### src/rtl/pnp_cfg_pkg.sv
package pnp_cfg_pkg;
  localparam logic [7:0] KEY_ENTER  = 8'h87;
  localparam logic [7:0] KEY_EXIT   = 8'hAA;

  localparam logic [7:0] IDX_LDN    = 8'h07;
  localparam logic [7:0] IDX_ID     = 8'h20;
  localparam logic [7:0] IDX_REV    = 8'h21;
  localparam logic [7:0] IDX_PWR    = 8'h22;
  localparam logic [7:0] IDX_CHIP   = 8'h23;
  localparam logic [7:0] IDX_BANK   = 8'h30;
  localparam logic [7:0] IDX_ACT    = 8'h30;
  localparam logic [7:0] IDX_BASE0  = 8'h60;
  localparam logic [7:0] IDX_IRQ0   = 8'h70;
  localparam logic [7:0] IDX_DMA    = 8'h74;
  localparam logic [7:0] IDX_OPT    = 8'hF0;

  localparam logic [7:0] PWR_MASK   = 8'h39;
  localparam int         LDN_PAR    = 1;
  localparam int         OPT_ECP_BIT = 1;

  typedef enum logic [1:0] {
    KEY_IDLE = 2'd0,
    KEY_HALF = 2'd1,
    KEY_OPEN = 2'd2
  } key_state_e;

  // slot in the function power-down vector, -1 when the device has none
  function automatic int pd_slot_of(int ldn);
    return (ldn >= 0 && ldn < 4) ? ldn : -1;
  endfunction
endpackage

### src/rtl/pnp_key_fsm.sv
module pnp_key_fsm
  import pnp_cfg_pkg::*;
(
  input  logic       clk_i,
  input  logic       rst_ni,
  input  logic       idx_wr_i,
  input  logic [7:0] wdata_i,
  output logic       open_o
);
  key_state_e state_q, state_d;

  always_comb begin
    state_d = state_q;
    if (idx_wr_i) begin
      unique case (state_q)
        KEY_IDLE: state_d = (wdata_i == KEY_ENTER) ? KEY_HALF : KEY_IDLE;
        KEY_HALF: state_d = (wdata_i == KEY_ENTER) ? KEY_OPEN : KEY_IDLE;
        KEY_OPEN: state_d = (wdata_i == KEY_EXIT)  ? KEY_IDLE : KEY_OPEN;
        default:  state_d = KEY_IDLE;
      endcase
    end
  end

  always_ff @(posedge clk_i or negedge rst_ni) begin
    if (!rst_ni) state_q <= KEY_IDLE;
    else         state_q <= state_d;
  end

  assign open_o = (state_q == KEY_OPEN);
endmodule

### src/rtl/pnp_glob_regs.sv
module pnp_glob_regs
  import pnp_cfg_pkg::*;
#(
  parameter logic [7:0] DEV_ID  = 8'h97,
  parameter logic [7:0] DEV_REV = 8'h01
) (
  input  logic       clk_i,
  input  logic       rst_ni,
  input  logic       wr_i,
  input  logic [7:0] idx_i,
  input  logic [7:0] wdata_i,
  output logic [7:0] ldn_o,
  output logic [3:0] fn_pd_o,
  output logic       chip_pd_o,
  output logic [7:0] rdata_o
);
  logic [7:0] ldn_q;
  logic [7:0] pwr_q;
  logic       chip_q;

  always_ff @(posedge clk_i or negedge rst_ni) begin
    if (!rst_ni) begin
      ldn_q  <= '0;
      pwr_q  <= '0;
      chip_q <= 1'b0;
    end else if (wr_i) begin
      if (idx_i == IDX_LDN)  ldn_q  <= wdata_i;
      if (idx_i == IDX_PWR)  pwr_q  <= wdata_i & PWR_MASK;
      if (idx_i == IDX_CHIP) chip_q <= wdata_i[0];
    end
  end

  always_comb begin
    unique case (idx_i)
      IDX_LDN:  rdata_o = ldn_q;
      IDX_ID:   rdata_o = DEV_ID;
      IDX_REV:  rdata_o = DEV_REV;
      IDX_PWR:  rdata_o = pwr_q;
      IDX_CHIP: rdata_o = {7'b0, chip_q};
      default:  rdata_o = 8'h00;
    endcase
  end

  // slot order: floppy, parallel, serial A, serial B
  assign fn_pd_o   = {pwr_q[5], pwr_q[4], pwr_q[3], pwr_q[0]};
  assign ldn_o     = ldn_q;
  assign chip_pd_o = chip_q;
endmodule

### src/rtl/pnp_dev_bank.sv
module pnp_dev_bank
  import pnp_cfg_pkg::*;
#(
  parameter int NIO  = 3,
  parameter int NIRQ = 2
) (
  input  logic                clk_i,
  input  logic                rst_ni,
  input  logic                sel_i,
  input  logic                wr_i,
  input  logic [7:0]          idx_i,
  input  logic [7:0]          wdata_i,
  output logic [7:0]          rdata_o,
  output logic                act_o,
  output logic [NIO*16-1:0]   base_o,
  output logic [NIRQ*8-1:0]   irq_o,
  output logic [7:0]          dma_o,
  output logic [7:0]          opt_o
);
  logic       act_q;
  logic [7:0] hi_q  [NIO];
  logic [7:0] lo_q  [NIO];
  logic [7:0] irq_q [NIRQ];
  logic [7:0] dma_q;
  logic [7:0] opt_q;
  logic       we;

  assign we = sel_i & wr_i;

  always_ff @(posedge clk_i or negedge rst_ni) begin
    if (!rst_ni) begin
      act_q <= 1'b0;
      dma_q <= '0;
      opt_q <= '0;
      for (int k = 0; k < NIO; k++) begin
        hi_q[k] <= '0;
        lo_q[k] <= '0;
      end
      for (int j = 0; j < NIRQ; j++) irq_q[j] <= '0;
    end else if (we) begin
      if (idx_i == IDX_ACT) act_q <= wdata_i[0];
      if (idx_i == IDX_DMA) dma_q <= wdata_i;
      if (idx_i == IDX_OPT) opt_q <= wdata_i;
      for (int k = 0; k < NIO; k++) begin
        if (idx_i == IDX_BASE0 + 8'(2*k))     hi_q[k] <= wdata_i;
        if (idx_i == IDX_BASE0 + 8'(2*k + 1)) lo_q[k] <= wdata_i;
      end
      for (int j = 0; j < NIRQ; j++)
        if (idx_i == IDX_IRQ0 + 8'(2*j)) irq_q[j] <= wdata_i;
    end
  end

  always_comb begin
    rdata_o = 8'h00;
    if (idx_i == IDX_ACT) rdata_o = {7'b0, act_q};
    if (idx_i == IDX_DMA) rdata_o = dma_q;
    if (idx_i == IDX_OPT) rdata_o = opt_q;
    for (int k = 0; k < NIO; k++) begin
      if (idx_i == IDX_BASE0 + 8'(2*k))     rdata_o = hi_q[k];
      if (idx_i == IDX_BASE0 + 8'(2*k + 1)) rdata_o = lo_q[k];
    end
    for (int j = 0; j < NIRQ; j++)
      if (idx_i == IDX_IRQ0 + 8'(2*j)) rdata_o = irq_q[j];
  end

  for (genvar k = 0; k < NIO; k++) begin : g_base
    assign base_o[k*16 +: 16] = {hi_q[k], lo_q[k]};
  end
  for (genvar j = 0; j < NIRQ; j++) begin : g_irq
    assign irq_o[j*8 +: 8] = irq_q[j];
  end

  assign act_o = act_q;
  assign dma_o = dma_q;
  assign opt_o = opt_q;
endmodule

### src/rtl/pnp_cfg_port.sv
module pnp_cfg_port
  import pnp_cfg_pkg::*;
#(
  parameter int              ADDR_W    = 16,
  parameter logic [ADDR_W-1:0] BASE_ADDR = 16'h002E,
  parameter int              NDEV      = 8,
  parameter int              NIO       = 3,
  parameter int              NIRQ      = 2,
  parameter logic [7:0]      DEV_ID    = 8'h97,
  parameter logic [7:0]      DEV_REV   = 8'h01
) (
  input  logic                     clk_i,
  input  logic                     rst_ni,
  input  logic [ADDR_W-1:0]        io_addr_i,
  input  logic                     io_wr_i,
  input  logic                     io_rd_i,
  input  logic [7:0]               io_wdata_i,
  output logic [7:0]               io_rdata_o,
  output logic [NDEV-1:0]          dev_en_o,
  output logic [NDEV*NIO*16-1:0]   dev_base_o,
  output logic [NDEV*NIRQ*8-1:0]   dev_irq_o,
  output logic [NDEV*8-1:0]        dev_dma_o,
  output logic [NDEV*8-1:0]        dev_opt_o,
  output logic                     ecp_mode_o
);
  localparam int LDN_W = (NDEV > 1) ? $clog2(NDEV) : 1;
  localparam logic [ADDR_W-1:0] DATA_ADDR = BASE_ADDR + ADDR_W'(1);

  logic       idx_hit, dat_hit, idx_wr, data_wr;
  logic       cfg_open, chip_pd, ldn_ok, in_bank;
  logic [7:0] cfg_idx_q, ldn, glob_rd, cfg_rd;
  logic [3:0] fn_pd;
  logic [7:0] bank_rd [NDEV];
  logic [NDEV-1:0] act;

  assign idx_hit = (io_addr_i == BASE_ADDR);
  assign dat_hit = (io_addr_i == DATA_ADDR);
  assign idx_wr  = io_wr_i & idx_hit;
  assign data_wr = io_wr_i & dat_hit & cfg_open;
  assign in_bank = (cfg_idx_q >= IDX_BANK);
  assign ldn_ok  = (ldn < 8'(NDEV));

  pnp_key_fsm u_key (
    .clk_i   (clk_i),
    .rst_ni  (rst_ni),
    .idx_wr_i(idx_wr),
    .wdata_i (io_wdata_i),
    .open_o  (cfg_open)
  );

  // exit key locks without disturbing the selected index
  always_ff @(posedge clk_i or negedge rst_ni) begin
    if (!rst_ni)                                    cfg_idx_q <= '0;
    else if (idx_wr && cfg_open && io_wdata_i != KEY_EXIT) cfg_idx_q <= io_wdata_i;
  end

  pnp_glob_regs #(.DEV_ID(DEV_ID), .DEV_REV(DEV_REV)) u_glob (
    .clk_i    (clk_i),
    .rst_ni   (rst_ni),
    .wr_i     (data_wr & ~in_bank),
    .idx_i    (cfg_idx_q),
    .wdata_i  (io_wdata_i),
    .ldn_o    (ldn),
    .fn_pd_o  (fn_pd),
    .chip_pd_o(chip_pd),
    .rdata_o  (glob_rd)
  );

  for (genvar d = 0; d < NDEV; d++) begin : g_dev
    localparam int PD_SLOT = pd_slot_of(d);

    pnp_dev_bank #(.NIO(NIO), .NIRQ(NIRQ)) u_bank (
      .clk_i  (clk_i),
      .rst_ni (rst_ni),
      .sel_i  (ldn == 8'(d)),
      .wr_i   (data_wr & in_bank),
      .idx_i  (cfg_idx_q),
      .wdata_i(io_wdata_i),
      .rdata_o(bank_rd[d]),
      .act_o  (act[d]),
      .base_o (dev_base_o[d*NIO*16 +: NIO*16]),
      .irq_o  (dev_irq_o[d*NIRQ*8 +: NIRQ*8]),
      .dma_o  (dev_dma_o[d*8 +: 8]),
      .opt_o  (dev_opt_o[d*8 +: 8])
    );

    if (PD_SLOT >= 0) begin : g_pd
      assign dev_en_o[d] = act[d] & ~fn_pd[PD_SLOT] & ~chip_pd;
    end else begin : g_nopd
      assign dev_en_o[d] = act[d] & ~chip_pd;
    end
  end

  always_comb begin
    if (!in_bank)    cfg_rd = glob_rd;
    else if (ldn_ok) cfg_rd = bank_rd[ldn[LDN_W-1:0]];
    else             cfg_rd = 8'hFF;
  end

  always_comb begin
    io_rdata_o = 8'hFF;
    if (io_rd_i && cfg_open) begin
      if (idx_hit)      io_rdata_o = cfg_idx_q;
      else if (dat_hit) io_rdata_o = cfg_rd;
    end
  end

  assign ecp_mode_o = dev_opt_o[LDN_PAR*8 + OPT_ECP_BIT];
endmodule

### config.mk
export PLATFORM = sky130hd
export DESIGN_NAME = pnp_cfg_port
export DESIGN_NICKNAME = d
export VERILOG_FILES = /design/src/rtl/pnp_cfg_pkg.sv /design/src/rtl/pnp_key_fsm.sv /design/src/rtl/pnp_glob_regs.sv /design/src/rtl/pnp_dev_bank.sv /design/src/rtl/pnp_cfg_port.sv
export SDC_FILE = /design/constraint.sdc
export NUM_CORES = 1
export LEC_CHECK = 0
export CAP_MARGIN = 0
export CORE_AREA = 2 2 269 271
export CTS_BUF_LIST = sky130_fd_sc_hd__clkbuf_16
export CTS_CLUSTER_DIAMETER = 30
export CTS_CLUSTER_SIZE = 16
export DETAILED_ROUTE_END_ITERATION = 10
export DIE_AREA = 0 0 271 273
export HOLD_SLACK_MARGIN = 0.03
export PLACE_DENSITY = 0.79
export REMOVE_ABC_BUFFERS = 1
export SLEW_MARGIN = 40
export SYNTH_ARGS = -nofsm -noshare
export SYNTH_HDL_FRONTEND = slang
export SYNTH_SLANG_ARGS = --single-unit
### constraint.sdc
create_clock -name clk_i -period 5.76 [get_ports clk_i]
set_input_delay 1.44 -clock clk_i [delete_from_list [all_inputs] [get_ports clk_i]]
set_output_delay 1.44 -clock clk_i [all_outputs]
set_load 0.02 [all_outputs]
Word level (Yosys, flattened, before mapping)
Index checks and enable logic that the tools add are counted.
{"block": "op_classes", "mux": 101, "eq_ne": 30, "n_reduce_logical": 96, "bitwise_logic": 32, "magnitude_cmp": 3}
{"op": "8-bit two-way mux", "count": 87}
{"op": "2-bit AND reduction", "count": 91}
{"op": "8-bit by 7-bit == test with 1-bit output, second input constant", "count": 9}
{"op": "8-bit by 3-bit == test with 1-bit output, second input constant", "count": 5}
{"op": "8-bit by 6-bit == test with 1-bit output, second input constant", "count": 5}
{"op": "8-bit case mux with 5 select lines", "count": 1}
{"op": "16-bit by 6-bit == test with 1-bit output, second input constant", "count": 2}
{"op": "1-bit AND", "count": 25}
{"op": "8-bit binary-select mux with 3-bit select", "count": 1}
{"op": "8-bit == test, second input constant", "count": 3}
{"op": "8-bit by 2-bit == test with 1-bit output, second input constant", "count": 2}
{"op": "1-bit two-way mux", "count": 9}
{"op": "8-bit by 1-bit == test with 1-bit output, second input constant", "count": 1}
{"op": "8-bit by 6-bit >= comparator with 1-bit output, second input constant", "count": 1}
{"op": "8-bit zero test", "count": 1}
{"op": "8-bit by 4-bit < comparator with 1-bit output, second input constant", "count": 1}
{"op": "8-bit inequality test, second input constant", "count": 1}
{"op": "1-bit NOT", "count": 6}
{"op": "2-bit case mux with 3 select lines", "count": 1}
{"op": "4-bit >= comparator, second input constant", "count": 1}
{"op": "2-bit two-way mux", "count": 2}
{"op": "3-bit NOT with 4-bit output", "count": 1}
{"op": "1-bit logical AND", "count": 3}
{"op": "2-bit by 1-bit == test with 1-bit output, second input constant", "count": 1}
{"op": "2 further kinds", "count": 2}
{"block": "word_totals", "inputBits": 28, "ff_bits": 671, "out_inout_bits": 657}

Logic depth before layout (Yosys ltp)
{"block": "logic_depth", "word_depth": 20, "mapped_depth": 14, "depth_no_buf": 8}

Cells and area by module
From an unflattened synthesis, not the netlist that was laid out.
{"block": "unflattened", "hier_cells": 2779, "area_unflattened_um2": 34301.6}
{"mod": "pnp_dev_bank", "instances": 8, "cells_per_inst": 323, "area_per_inst_um2": 4016.4}
{"mod": "pnp_cfg_port", "instances": 1, "cells_per_inst": 126, "area_per_inst_um2": 1277.5}
{"mod": "pnp_glob_regs", "instances": 1, "cells_per_inst": 57, "area_per_inst_um2": 748.2}
{"mod": "pnp_key_fsm", "instances": 1, "cells_per_inst": 12, "area_per_inst_um2": 145.1}

Worst setup path before layout
Ideal clock, no wire load.
{"block": "synth_timing", "kind": "in2out", "start": "input io_addr_i[9]", "end": "output io_rdata_o[6]", "n_path_buf": 0, "arrival_time_ns": 3.165, "path_stages": 8, "slack_ns": 1.155, "cell_sequence": "nor4_1 -> nand4_1 -> or2_2 -> a211oi_1 -> o21ai_0 -> nor4_1 -> a221oi_1 -> a21boi_1"}
{"block": "synth_via", "elab_chain_len": 4, "word_cells_on_any_way": 5, "cone_classes": "eq/ne (2); mux (3)"}
{"element": "start: declaration", "line_no": "pnp_cfg_port.sv:14", "rtl": "input logic [ADDR_W-1:0] io_addr_i,"}
{"element": "16-bit by 6-bit == test with 1-bit output", "line_no": "pnp_cfg_port.sv:37", "rtl": "assign dat_hit = (io_addr_i == DATA_ADDR);"}
{"element": "8-bit two-way mux", "line_no": "pnp_cfg_port.sv:104", "rtl": "else if (dat_hit) io_rdata_o = cfg_rd;"}
{"element": "8-bit two-way mux *", "line_no": "pnp_cfg_port.sv:103", "rtl": "if (idx_hit) io_rdata_o = cfg_idx_q;"}
{"element": "8-bit two-way mux *", "line_no": "pnp_cfg_port.sv:102", "rtl": "if (io_rd_i && cfg_open) begin"}
{"element": "end: declaration", "line_no": "pnp_cfg_port.sv:18", "rtl": "output logic [7:0] io_rdata_o,"}
Every way passes the cells marked *; elsewhere a longest branch is shown, timed or not.

Worst setup path in the final report
{"block": "layout_timing", "start": "register cfg_idx_q[1]", "end": "output io_rdata_o[4]"}
{"block": "layout_via", "elab_chain_len": 19, "word_cells_on_any_way": 105, "cone_classes": "order compare (1); eq/ne (15); mux (89)"}
{"element": "start: declaration", "line_no": "pnp_cfg_port.sv:31", "rtl": "logic [7:0] cfg_idx_q, ldn, glob_rd, cfg_rd;"}
{"element": "start signal: assignment", "line_no": "pnp_cfg_port.sv:54", "rtl": "else if (idx_wr && cfg_open && io_wdata_i != KEY_EXIT) cfg_idx_q <= io_wdata_i;"}
{"element": "8-bit by 7-bit == test with 1-bit output", "line_no": "pnp_dev_bank.sv:56", "rtl": "if (idx_i == IDX_DMA) rdata_o = dma_q;"}
{"element": "8-bit two-way mux", "line_no": "pnp_dev_bank.sv:56"}
{"element": "8-bit two-way mux", "line_no": "pnp_dev_bank.sv:57", "rtl": "if (idx_i == IDX_OPT) rdata_o = opt_q;"}
{"element": "8-bit two-way mux", "line_no": "pnp_dev_bank.sv:59", "rtl": "if (idx_i == IDX_BASE0 + 8'(2*k)) rdata_o = hi_q[k];"}
{"element": "8-bit two-way mux", "line_no": "pnp_dev_bank.sv:60", "rtl": "if (idx_i == IDX_BASE0 + 8'(2*k + 1)) rdata_o = lo_q[k];"}
{"element": "8-bit two-way mux", "line_no": "pnp_dev_bank.sv:59"}
{"element": "8-bit two-way mux", "line_no": "pnp_dev_bank.sv:60"}
{"element": "8-bit two-way mux", "line_no": "pnp_dev_bank.sv:59"}
{"element": "8-bit two-way mux", "line_no": "pnp_dev_bank.sv:60"}
{"element": "8-bit two-way mux (2 in a row)", "line_no": "pnp_dev_bank.sv:63", "rtl": "if (idx_i == IDX_IRQ0 + 8'(2*j)) rdata_o = irq_q[j];"}
{"element": "8-bit binary-select mux with 3-bit select", "line_no": "pnp_cfg_port.sv:96", "rtl": "else if (ldn_ok) cfg_rd = bank_rd[ldn[LDN_W-1:0]];"}
{"element": "8-bit two-way mux (not written as such) (2 in a row)", "line_no": "pnp_cfg_port.sv:96"}
{"element": "8-bit two-way mux", "line_no": "pnp_cfg_port.sv:96"}
{"element": "8-bit two-way mux *", "line_no": "pnp_cfg_port.sv:95", "rtl": "if (!in_bank) cfg_rd = glob_rd;"}
{"element": "8-bit two-way mux *", "line_no": "pnp_cfg_port.sv:104"}
{"element": "8-bit two-way mux *", "line_no": "pnp_cfg_port.sv:103"}
{"element": "8-bit two-way mux *", "line_no": "pnp_cfg_port.sv:102"}
Every way passes the cells marked *; elsewhere a longest branch is shown, timed or not. The select of a mux whose other input is x is not followed.

==> impl_metrics.py <==
metrics = {
    "outcome": {
        "status": "complete, but fails checks",
        "violations": "setup timing",
    },
    "clocking": {
        "root_buffer": "clkbuf_16",
        "cts_tree": "built",
        "h-tree-depth": 4,
        "clock_sinks": 671,
        "cts.clk_slew.worst_paths_ns": 0.05,
        "numCtsBuffers": 144,
        "holdBufCountCts": 0,
        "clk-insertion-delay-late_ns": 0.73,
        "clockBufferDepth": 3,
    },
    "drt": {
        "drcViolationCount": 0,
        "drtAntennaViolNets": 0,
        "drt_iter0_markers": 3830,
        "drt_pass1_iterations": 8,
        "vias_per_cell": 6.56,
        "drt_wl_total_mm": 157,
        "drt-wirelength-per-cell_um": 35.8,
        "vias": 28800,
    },
    "yosys": {
        "synthCells": 2542,
        "syn-cell-area_um2": 33300,
        "syn_area_per_cell_um2": 13.1,
        "seq_area_frac_synth_pct": 50.5,
        "ys_dominant_reg_cell": "dfrtp_1",
        "ys_warn_count": 0,
        "synth_seq_cells": 671,
        "synth.distinct_cells": 81,
        "synth_edf_count": 0,
        "async_flop_share_pct": 100,
    },
    "place": {
        "place_area_um2": 41700,
        "hpwlAfterDp_mm": 110,
        "gp_congestion": 1.03,
        "io_buffer_count": 684,
    },
    "floorplanning": {
        "die-area_um2": 74000,
        "initial_core_util_pct": 46.8,
        "die_w_um": 271,
        "ios": 685,
        "die_y_um": 273,
        "num_rows": 98,
        "core_um2": 71000,
    },
    "pwr": {
        "p_leak_nw": 21.7,
        "powerDensity_nw_per_um2": 286,
        "vdd_drop_max_mv": 0.210,
        "p_total_mw": 13.4,
    },
    "critical_path": {
        "worstSetupPathType": "reg2out",
        "reg2regPathDepth": 6,
        "crit_arrival_ns": 4.37,
        "r2r_end": "g_dev[7].u_bank.base_o[11]",
        "required_ns": 4.32,
        "critPathLaunchType": "flip-flop",
        "worst_setup_path_end_kind": "output port",
        "rr_startpoint": "u_glob.ldn_o[4]",
        "r2r_setup_slack_ns": 2.38,
        "critPathMaxFanout": 23,
    },
    "grt": {
        "grt_start_max_net_pins": 118,
        "grt_usage_pct": 41.6,
        "overflow": 0,
        "grt_pass1_wl_mm": 220,
        "antenna_found_initial": 5,
        "grt_pass1_vias": 28700,
    },
    "sta": {
        "setup-violations-final": 1,
        "drv_slew": 0,
        "fin_worst_skew_ns": 0.0372,
        "finalCritPeriodShare_pct": 101,
        "tightest_slew_ns": 0.883,
        "relSlewSlack_pct": 41.1,
        "setup_ws_ns": -0.0518,
        "max_freq_mhz": 172,
        "hold_viol": 0,
        "period_minus_slack_ns": 5.81,
    },
    "min_path": {
        "hold-path-endpoint": "g_dev[3].u_bank.base_o[33]",
        "worstHoldStart": "g_dev[3].u_bank.base_o[33]",
        "min_path_type": "reg2reg",
        "holdPathStages": 1,
    },
    "final_layout": {
        "drive_gt1_share_pct": 33.1,
        "finalInstanceArea_um2": 46800,
        "area_delta_synth_final_pct": 40.8,
        "nNetsFinal": 3350,
    },
    "run": {
        "max_cap_viol_count": 0,
    },
}
cell usage in the layout (no fill, tap or decap), drive strengths merged, types with 32 or more instances in the layout:
cell type	count
nand2	158
dfrtp	671
a221oi	44
nor2	98
a21oi	89
clkdlybuf4s50	667
nor3	41
mux2	681
a22oi	63
inv	32
clkbuf	145
o22ai	47
clkinv	59
o21ai	78
buf	172
critical path, stage by stage (launching register included):
cell and delay [ns]:
dfrtp_4 0.60, or4b_1 0.66, nor2_4 0.45, buf_4 0.32
a22oi_1 0.10, a31oi_1 0.42, nor4_2 0.20, o31ai_2 0.61
buf_4 0.25
Yosys cell counts (10+ instances only):
cell type    n  area, um2
dfrtp_1    671      16800
mux2_2     333       3750
mux2_4     288       4320
clkbuf_1   120        450
nand2_1    112        420
nor2_1      97        364
a21oi_1     89        445
o21ai_0     78        390
a22oi_1     63        473
buf_2       60        300
mux2_1      60        676
o22ai_1     47        294
a221oi_1    44        385
nor3_1      39        195
nand2_8     36        721
mux2i_1     30        300
nand3_1     30        150
o221ai_1    22        193
o211ai_1    21        158
a22o_1      18        158
nor4_1      17        106
a211oi_1    16        120
a31oi_1     14       87.6
a222oi_1    12        120
buf_4       11       82.6
nand2b_1    11       68.8
nor2b_1     11       68.8
nand2_2     10       62.6
nand4_1     10       62.6
area by class of cell:
type                            instances  area [um2]
Antenna cell                            1        2.50
Clock buffer                          145        3630
Clock inverter                        117        1320
Fill cell                            5125       24200
Inverter                                7        26.3
Multi-Input combinational cell       1657       15700
Sequential cell                       671       16800
Tap cell                              950        1190
Timing Repair Buffer                  841        8220
power breakdown:
group | internal, mW | total [mW] | switching [mW]
combinational | 0.0417 | 0.262 | 0.220
clock | 5.51 | 8.39 | 2.88
sequential | 4.73 | 4.73 | 0.0000000360
total | 10.3 | 13.4 | 3.10
how the worst max path moves through the flow:
stage	from	to	slack, ns	depth (start not counted)
floorplan	cfg_idx_q[0]	io_rdata_o[7]	-3.46	7
global route	cfg_idx_q[7]	io_rdata_o[2]	-0.03	13
finish	cfg_idx_q[1]	io_rdata_o[4]	-0.05	8
CTS	cfg_idx_q[7]	io_rdata_o[2]	-0.002	12
detailed placement	io_addr_i[14]	io_rdata_o[1]	-0.03	10
global placement	io_addr_i[14]	io_rdata_o[1]	-0.02	10
state kept, by name, indices dropped and copies added (netlist names):
register / count
g_dev.u_bank.dma_o: 64
u_glob.ldn_o: 8
g_dev.u_bank.act_o: 8
u_key.state_q: 2
g_dev.u_bank.irq_o: 128
u_glob.chip_pd_o: 1
cfg_idx_q: 8
g_dev.u_bank.opt_o: 64
u_glob.pwr_q: 4
g_dev.u_bank.base_o: 384
metal layers:
metal | track usage [%] | share of wire (%) | vias to the layer above
met5 | 0 | 0.030 | -
met2 | 64.4 | 45 | 2279
li1 | - | - | 11200
met4 | 23.2 | 6.5 | 8
met3 | 12.2 | 11 | 562
met1 | 52.5 | 37 | 14800
logic make-up (layout without fill, tap and decap cells):
family / Yosys count / count (layout) / synth area share (%)
multiplexers: 714 / 714 / 27.4
other: 0 / 1 / 0
buffers and inverters: 214 / 1110 / 3.05
AND/OR/NAND/NOR: 444 / 444 / 8.56
AO/OA/AOI/OAI: 499 / 499 / 10.5
flip-flops: 671 / 671 / 50.5
timing repair:
item / CTS / global route
pin swaps: 2 / 4
setup endpoints to repair: 6 / 8
setup buffers: 3 / 3
endpoints found under the hold margin: 0 / 0
resized for setup: 14 / 15
gates cloned: 1 / 0
stage by stage:
| step | hold slack, ns | instances | setup slack [ns] | util, % | setup TNS (ns) |
|---|---|---|---|---|---|
| final | 0.524 | 4389 | -0.0518 | 66.0 | -0.0518 |
| after floorplan | 0.477 | 2335 | -3.46 | - | -231.54 |
| after CTS | 0.514 | 4385 | -0.00228 | 65.8 | -0.00228 |
| after global placement | 0.499 | 4118 | -0.0215 | 58.7 | -0.0215 |
| after global routing | 0.535 | 4388 | -0.0258 | 66.0 | -0.0258 |
| after detailed placement | 0.507 | 4119 | -0.0315 | 58.7 | -0.0315 |
Note: power is estimated with default switching activity, not from simulation.
